File: config.mk
export PLATFORM = sky130hd
export DESIGN_NAME = wallace_mult8
export DESIGN_NICKNAME = d
export VERILOG_FILES = /design/src/rtl/wtm_pkg.sv /design/src/rtl/wtm_ppgen.sv /design/src/rtl/wtm_csa.sv /design/src/rtl/wtm_rca.sv /design/src/rtl/wallace_mult8.sv
export SDC_FILE = /design/constraint.sdc
export NUM_CORES = 1
export LEC_CHECK = 0
export BUFFER_PORTS_ARGS = -buffer_cell sky130_fd_sc_hd__buf_2
export CAP_MARGIN = 20
export CORE_UTILIZATION = 49
export DETAILED_ROUTE_END_ITERATION = 10
export PLACE_DENSITY = 0.86
export SLEW_MARGIN = 30
export SYNTH_ARGS = -nofsm -noshare
export SYNTH_HDL_FRONTEND = slang
export SYNTH_SLANG_ARGS = --single-unit
File: constraint.sdc
create_clock -name vclk -period 11.2
set_input_delay 2.8 -clock vclk [all_inputs]
set_output_delay 2.8 -clock vclk [all_outputs]
set_load 0.01 [all_outputs]
File: src/rtl/wtm_pkg.sv
package wtm_pkg;
    localparam int OP_W   = 8;
    localparam int PROD_W = 2 * OP_W;

    typedef logic [PROD_W-1:0] word_t;

    typedef struct packed {
        word_t save;
        word_t carry;
    } csa_pair_t;
endpackage

File: src/rtl/wtm_ppgen.sv
module wtm_ppgen
    import wtm_pkg::*;
(
    input  logic [OP_W-1:0] mcand,
    input  logic [OP_W-1:0] mplier,
    output word_t           rows [OP_W]
);
    // One row per multiplier bit: gate the multiplicand, widen, move to weight k.
    for (genvar k = 0; k < OP_W; k++) begin : g_row
        assign rows[k] = word_t'({{OP_W{1'b0}}, mcand & {OP_W{mplier[k]}}}) << k;
    end
endmodule

File: src/rtl/wtm_csa.sv
module wtm_csa #(
    parameter int W = 16
) (
    input  logic [W-1:0] x,
    input  logic [W-1:0] y,
    input  logic [W-1:0] z,
    output logic [W-1:0] save,
    output logic [W-1:0] carry
);
    // Carry leaves already aligned to its real weight; the overflow bit is dropped.
    assign save  = x ^ y ^ z;
    assign carry = ((x & y) | (x & z) | (y & z)) << 1;
endmodule

File: src/rtl/wtm_rca.sv
module wtm_rca #(
    parameter int W = 16
) (
    input  logic [W-1:0] a,
    input  logic [W-1:0] b,
    output logic [W-1:0] sum
);
    logic [W-1:0] cy;

    assign cy[0] = 1'b0;

    for (genvar i = 0; i < W; i++) begin : g_bit
        assign sum[i] = a[i] ^ b[i] ^ cy[i];
        if (i < W - 1) begin : g_cy
            assign cy[i+1] = (a[i] & b[i]) | (a[i] & cy[i]) | (b[i] & cy[i]);
        end
    end
endmodule

File: src/rtl/wallace_mult8.sv
module wallace_mult8
    import wtm_pkg::*;
(
    input  logic [OP_W-1:0]   mcand,
    input  logic [OP_W-1:0]   mplier,
    output logic [PROD_W-1:0] product,
    output logic [PROD_W-1:0] lvl2_save,
    output logic [PROD_W-1:0] lvl2_carry,
    output logic [PROD_W-1:0] lvl3_save,
    output logic [PROD_W-1:0] lvl3_carry
);
    word_t     rows [OP_W];
    csa_pair_t l0a_q, l0b_q, l1a_q, l1b_q, l2_q, l3_q;

    wtm_ppgen u_ppgen (
        .mcand  (mcand),
        .mplier (mplier),
        .rows   (rows)
    );

    // Level 0: six rows into four vectors
    wtm_csa #(.W(PROD_W)) u_l0a (
        .x(rows[0]), .y(rows[1]), .z(rows[2]),
        .save(l0a_q.save), .carry(l0a_q.carry)
    );
    wtm_csa #(.W(PROD_W)) u_l0b (
        .x(rows[3]), .y(rows[4]), .z(rows[5]),
        .save(l0b_q.save), .carry(l0b_q.carry)
    );

    // Level 1: four level-0 vectors plus rows 6 and 7
    wtm_csa #(.W(PROD_W)) u_l1a (
        .x(l0a_q.save), .y(l0a_q.carry), .z(l0b_q.save),
        .save(l1a_q.save), .carry(l1a_q.carry)
    );
    wtm_csa #(.W(PROD_W)) u_l1b (
        .x(l0b_q.carry), .y(rows[6]), .z(rows[7]),
        .save(l1b_q.save), .carry(l1b_q.carry)
    );

    // Level 2: three of the four level-1 vectors
    wtm_csa #(.W(PROD_W)) u_l2 (
        .x(l1a_q.save), .y(l1a_q.carry), .z(l1b_q.save),
        .save(l2_q.save), .carry(l2_q.carry)
    );

    // Level 3: level-2 pair plus the leftover level-1 carry
    wtm_csa #(.W(PROD_W)) u_l3 (
        .x(l2_q.save), .y(l2_q.carry), .z(l1b_q.carry),
        .save(l3_q.save), .carry(l3_q.carry)
    );

    wtm_rca #(.W(PROD_W)) u_rca (
        .a   (l3_q.save),
        .b   (l3_q.carry),
        .sum (product)
    );

    assign lvl2_save  = l2_q.save;
    assign lvl2_carry = l2_q.carry;
    assign lvl3_save  = l3_q.save;
    assign lvl3_carry = l3_q.carry;
endmodule

---- Word-level counts from Yosys, hierarchy flattened ----
Cells that the tools add are included.
word-level totals
  register bits ........................... 0
  latch bits .............................. 0
  bits in writable memories ............... 0
  ROM bits ................................ 0
  input port bits ......................... 16
  output and inout port bits .............. 80
  memories kept ........................... 0
operators by class
  add/sub/neg operators ................... 0
  multipliers ............................. 0
  div/mod/pow operators ................... 0
  magnitude comparators ................... 0
  equality and inequality tests ........... 0
  shift operators ......................... 0
  muxes and demuxes ....................... 0
  bitwise logic cells ..................... 145
  reduce and logical (&&, ||, !) cells .... 0
operators by type and width
  operator                                 number
  15-bit AND                               10
  15-bit OR                                10
  8-bit AND                                8
  16-bit XOR                               4
  1-bit AND                                40
  1-bit XOR                                29
  1-bit OR                                 26
  10-bit by 16-bit XOR with 16-bit output  1
  16-bit by 13-bit XOR with 16-bit output  1
  16-bit by 14-bit XOR with 16-bit output  1
  16-bit by 15-bit XOR with 16-bit output  1
  14-bit by 15-bit AND with 15-bit output  1
  15-bit by 14-bit AND with 15-bit output  1
  15-bit by 10-bit OR with 15-bit output   1
  15-bit by 13-bit OR with 15-bit output   1
  11-bit by 13-bit AND with 13-bit output  1
  12-bit by 13-bit AND with 13-bit output  1
  12-bit by 13-bit XOR with 13-bit output  1
  11-bit by 12-bit AND with 12-bit output  1
  11-bit by 12-bit XOR with 12-bit output  1
  8-bit by 10-bit AND with 10-bit output   1
  9-bit by 10-bit AND with 10-bit output   1
  9-bit by 10-bit XOR with 10-bit output   1
  8-bit by 9-bit AND with 9-bit output     1
  8-bit by 9-bit XOR with 9-bit output     1

---- Depth between registers and ports, before layout ----
  depth after elaboration ................. 54
  depth in mapped cells ................... 21
  gate-level depth less buffers ........... 21

---- Hierarchy ----
Synthesis repeated with hierarchy kept, for this count alone.
second synthesis, totals
  cells, all modules ...................... 253
  area total of the unflattened synthesis .. 3213.1 µm²
modules (own cells, without submodules)
  module     instances  cells each  area each (µm²)
  wtm_csa    6          18          335.3
  wtm_ppgen  1          129         884.6
  wtm_rca    1          16          316.6

---- Least setup slack after synthesis ----
No wires, ideal clock.
  kind .................................... input to output
  start ................................... input port mplier[5]
  end ..................................... output port product[15]
  arrival time ............................ 8257 ps
  required time ........................... 8400 ps
  path slack .............................. 143 ps
  cell stages on the path ................. 19
  path buffers ............................ 0
  cell sequence ........................... and2_1 -> fa_1 -> inv_1 -> fa_1 -> fa_1 -> inv_1 -> fa_1 -> fa_1 -> fa_1 -> inv_1 -> fa_1 -> fa_1 -> fa_1 -> fa_1 -> inv_1 -> fa_1 -> inv_1 -> fa_1 -> xnor2_1
between the ends
  elaborated cells between the ends (all ways) .. 82
RTL lines
  element                                                                                                    line                          source
  start, declared                                                                                            wallace_mult8.sv:5            input logic [OP_W-1:0] mplier,
  8-bit AND (*)                                                                                              wtm_ppgen.sv:10               assign rows[k] = word_t'({{OP_W{1'b0}}, mcand & {OP_W{mplier[k]}}}) << k;
  12-bit by 13-bit XOR with 13-bit output / 11-bit by 13-bit AND with 13-bit output (equally long branches)  wtm_csa.sv:11, wtm_csa.sv:12
  15-bit AND / 15-bit OR (equally long branches)                                                             wtm_csa.sv:12                 assign carry = ((x & y) | (x & z) | (y & z)) << 1;
  15-bit OR / 15-bit by 13-bit OR with 15-bit output (equally long branches)                                 wtm_csa.sv:12
  15-bit OR / 16-bit by 14-bit XOR with 16-bit output (equally long branches)                                wtm_csa.sv:12, wtm_csa.sv:11
  16-bit XOR / 16-bit by 15-bit XOR with 16-bit output (equally long branches)                               wtm_csa.sv:11                 assign save = x ^ y ^ z;
  16-bit XOR (*)                                                                                             wtm_csa.sv:11
  named net lvl2_save[7]                                                                                     wallace_mult8.sv:7            output logic [PROD_W-1:0] lvl2_save,
  (+2 left out)                                                                                              --
  named net lvl3_save[7]                                                                                     wallace_mult8.sv:9            output logic [PROD_W-1:0] lvl3_save,
  (+17 left out)                                                                                             --
  1-bit OR (*)                                                                                               wtm_rca.sv:15                 assign cy[i+1] = (a[i] & b[i]) | (a[i] & cy[i]) | (b[i] & cy[i]);
  1-bit AND                                                                                                  wtm_rca.sv:15
  1-bit OR                                                                                                   wtm_rca.sv:15
  1-bit OR (*)                                                                                               wtm_rca.sv:15
  1-bit AND                                                                                                  wtm_rca.sv:15
  1-bit OR                                                                                                   wtm_rca.sv:15
  1-bit OR (*)                                                                                               wtm_rca.sv:15
  1-bit XOR (*)                                                                                              wtm_rca.sv:13                 assign sum[i] = a[i] ^ b[i] ^ cy[i];
  end, declared                                                                                              wallace_mult8.sv:6            output logic [PROD_W-1:0] product,
The timed path passes the listed nets; every way through them passes the cells marked *.

---- Worst setup path after layout ----
  start ................................... input port mcand[2]
  end ..................................... output port product[14]
between the ends
  cells in the longest elaborated chain, start to end .. 46
  elaborated cells between the ends (all ways) .. 108
ends and longest elaborated chain
  element                                  line                source
  start, declared                          wallace_mult8.sv:4  input logic [OP_W-1:0] mcand,
  8-bit AND                                wtm_ppgen.sv:10
  8-bit by 9-bit XOR with 9-bit output     wtm_csa.sv:11
  9-bit by 10-bit XOR with 10-bit output   wtm_csa.sv:11
  10-bit by 16-bit XOR with 16-bit output  wtm_csa.sv:11
  16-bit by 13-bit XOR with 16-bit output  wtm_csa.sv:11
  16-bit XOR (4 in series)                 wtm_csa.sv:11
  1-bit AND                                wtm_rca.sv:15
  1-bit OR (2 in series)                   wtm_rca.sv:15
  (+26 left out)                           --
  1-bit OR (*)                             wtm_rca.sv:15
  1-bit AND                                wtm_rca.sv:15
  1-bit OR                                 wtm_rca.sv:15
  1-bit OR (*)                             wtm_rca.sv:15
  1-bit AND                                wtm_rca.sv:15
  1-bit OR                                 wtm_rca.sv:15
  1-bit OR (*)                             wtm_rca.sv:15
  1-bit XOR (*)                            wtm_rca.sv:13
Mark *: on every way between the ends. The rest lies on a longest branch, timed or not.

==> flow_metrics.py <==
metrics = {
    "outcome": {
        "status": "completed",
    },
    "global_route": {
        "antenna_found_initial": 0,
        "grt_pass1_vias": 1583,
        "grt_overflow": 0,
        "grt_pass1_wl_um": 6610,
        "grt_max_degree": 9,
        "grt_use_total_pct": 20.2,
    },
    "sta": {
        "finalSetupViolCount": 0,
        "fin_crit_sh_pct": 98.1,
        "rsz0062_at_grt": "false",
        "drv_slew": 0,
        "min_period_ps": 10990,
        "timing.fmax_mhz": 91.0,
        "final-hold-violation-count": 0,
    },
    "logic_synthesis": {
        "synthCells": 210,
        "postSynthAreaPerCell_um2": 8.86,
        "synth-seq-area-share_pct": 0,
        "yosys_warnings": 0,
        "netlist_area_um2": 1860,
        "ys_types": 8,
    },
    "routing": {
        "dr.first_iter.drc_count": 23,
        "antenna_left": 0,
        "drc": 0,
        "viasPerCell": 4.63,
        "vias": 1583,
        "wl_um": 3800,
        "dr.pass1.iters": 5,
        "wl_per_cell_um": 11.1,
    },
    "pwr": {
        "p_per_area_nw_per_um2": 152,
        "switchingPower_mw": 0.196,
        "p_comb_share_pct": 100.0,
        "pwr-share-clk_pct": 0,
        "ir_drop_uv": 121,
        "power_mw": 0.353,
        "power.internal_mw": 0.156,
        "p_leak_nw": 1.37,
        "seqPwrFrac_pct": 0,
        "switching_share_pct": 55.7,
    },
    "layout": {
        "final_core_utilization_pct": 63.4,
        "drive_gt1_share_pct": 35.4,
        "final_common_cell": "buf_2",
        "clkbuf_count": 0,
        "register_area_um2": 0,
        "nets": 375,
        "syn_to_final_growth_pct": 24.7,
        "fillCellCount": 337,
        "layout_common_cells": "81 x buf_2, 56 x inv_1, 40 x fa_1",
        "n_sequential_cell": 0,
        "n_antenna_cell": 0,
    },
    "worst_setup_path": {
        "cp_common_cell": "fa_2",
        "crit_path_end_kind": "primary output",
        "startpoint_type": "input pin",
        "crit_family": "adder cells",
        "cp_data_required_time_ps": 8400,
        "crit_chain": "buf_2 > buf_4 > nand2_1 > fa_1 > fa_1 > inv_1 > fa_1 > ha_1 > ha_1 > fa_2 > fa_2 > fa_2 > inv_2 > fa_2 > fa_2 > fa_2 > fa_2 > inv_2 > fa_1 > inv_2 > fa_1 > inv_1 > buf_2",
        "max_stage_delay_ps": 490,
        "worst_path_max_delay_cell": "fa_1",
        "crit_fanout": 4,
        "crit_type": "input pin to primary output",
        "critical_path_buf_inv_count": 8,
        "crit_arrival_ps": 8190,
    },
    "place": {
        "gp_congestion": 0.875,
        "portBuffers": 83,
        "dp_hpwl_um": 3570,
    },
    "floorplanning": {
        "coreArea_um2": 3660,
        "initial_core_util_pct": 50.8,
        "rows": 22,
        "die_x_um": 63.6,
        "die_h_um": 63.6,
        "io_pins": 96,
        "dieArea_um2": 4050,
    },
    "hold_path": {
        "hold_path_end": "lvl2_save[0]",
        "holdCritStartpoint": "mplier[0]",
        "hold_path.class": "input pin to primary output",
        "hold_depth": 3,
    },
    "clock_network": {
        "postCtsHoldBufs": 0,
        "post-cts-setup-buffers": 0,
    },
    "run": {
        "maxCapViolCount": 0,
    },
}
cells in the mapped netlist:
cell type  count  area (um2)
xnor2_1        1        8.76
conb_1         1        3.75
nand2_1       32         120
inv_1         59         221
fa_1          47         941
ha_1          16         200
and2_1        32         200
buf_4         22         165
what timing repair did:
action,CTS,global route
endpoints found under the setup margin,2,2
gates resized for setup,4,8
pin swaps,3,11
logic make-up after synthesis:
family                     synth area share (%)
other                                     0.202
buffers and inverters                      20.8
xor gates and xnor gates                  0.471
adders and majority gates                  61.3
and+or+nand+nor                            17.2
power by group through the flow:
stage               clock (mW)  combinational, mW  sequential [mW]
floorplan                    0              0.237                0
global placement             0              0.346                0
detailed placement           0              0.353                0
CTS                          0              0.358                0
global route                 0              0.403                0
finish                       0              0.353                0
through the flow:
| stage | TNS, ps | instance area, um2 | hold WS, ps | worst slack, ps | instances |
|---|---|---|---|---|---|
| 4_1_cts | 0 | 2320 | 6030 | 0.918 | 343 |
| 2_1_floorplan | 0 | 1910 | 5760 | 143 | 222 |
| 5_1_grt | 0 | 2320 | 6060 | 6.66 | 342 |
| 6_report | 0 | 2320 | 6030 | 214 | 342 |
| 3_3_place_gp | -38.8 | 2310 | 6030 | -34.1 | 343 |
| 3_5_place_dp | -314 | 2310 | 6030 | -187 | 343 |
how the worst max path moves through the flow:
stage,start,endpoint,slack [ps],depth (start not counted)
3_3_place_gp,mplier[5],product[15],-30,21
6_report,mcand[2],product[14],210,23
2_1_floorplan,mplier[5],product[15],140,19
3_5_place_dp,mplier[5],product[15],-190,21
5_1_grt,mcand[5],product[14],7,22
4_1_cts,mcand[2],product[14],0.9,23
metal layers:
metal	wire length [um]	GRT usage (%)	vias up
li1	-	-	720
met1	1390	24.0	777
met2	2110	40.3	86
met3	296	1.63	0
met4	0	1.14	0
met5	0	0	-
worst min-delay path, cell delays in order:
cell	delay, ps
clkbuf_4	150
and2_1	150
buf_2	130
final cells by class:
type	instances	area [um2]	share of cell area, %
tap	48	60.1	2.59
inverter	59	221	9.54
multi-input combinational	141	1540	66.2
timing repair buffer	94	503	21.7
No activity file was read; power rests on OpenSTA's default activity.
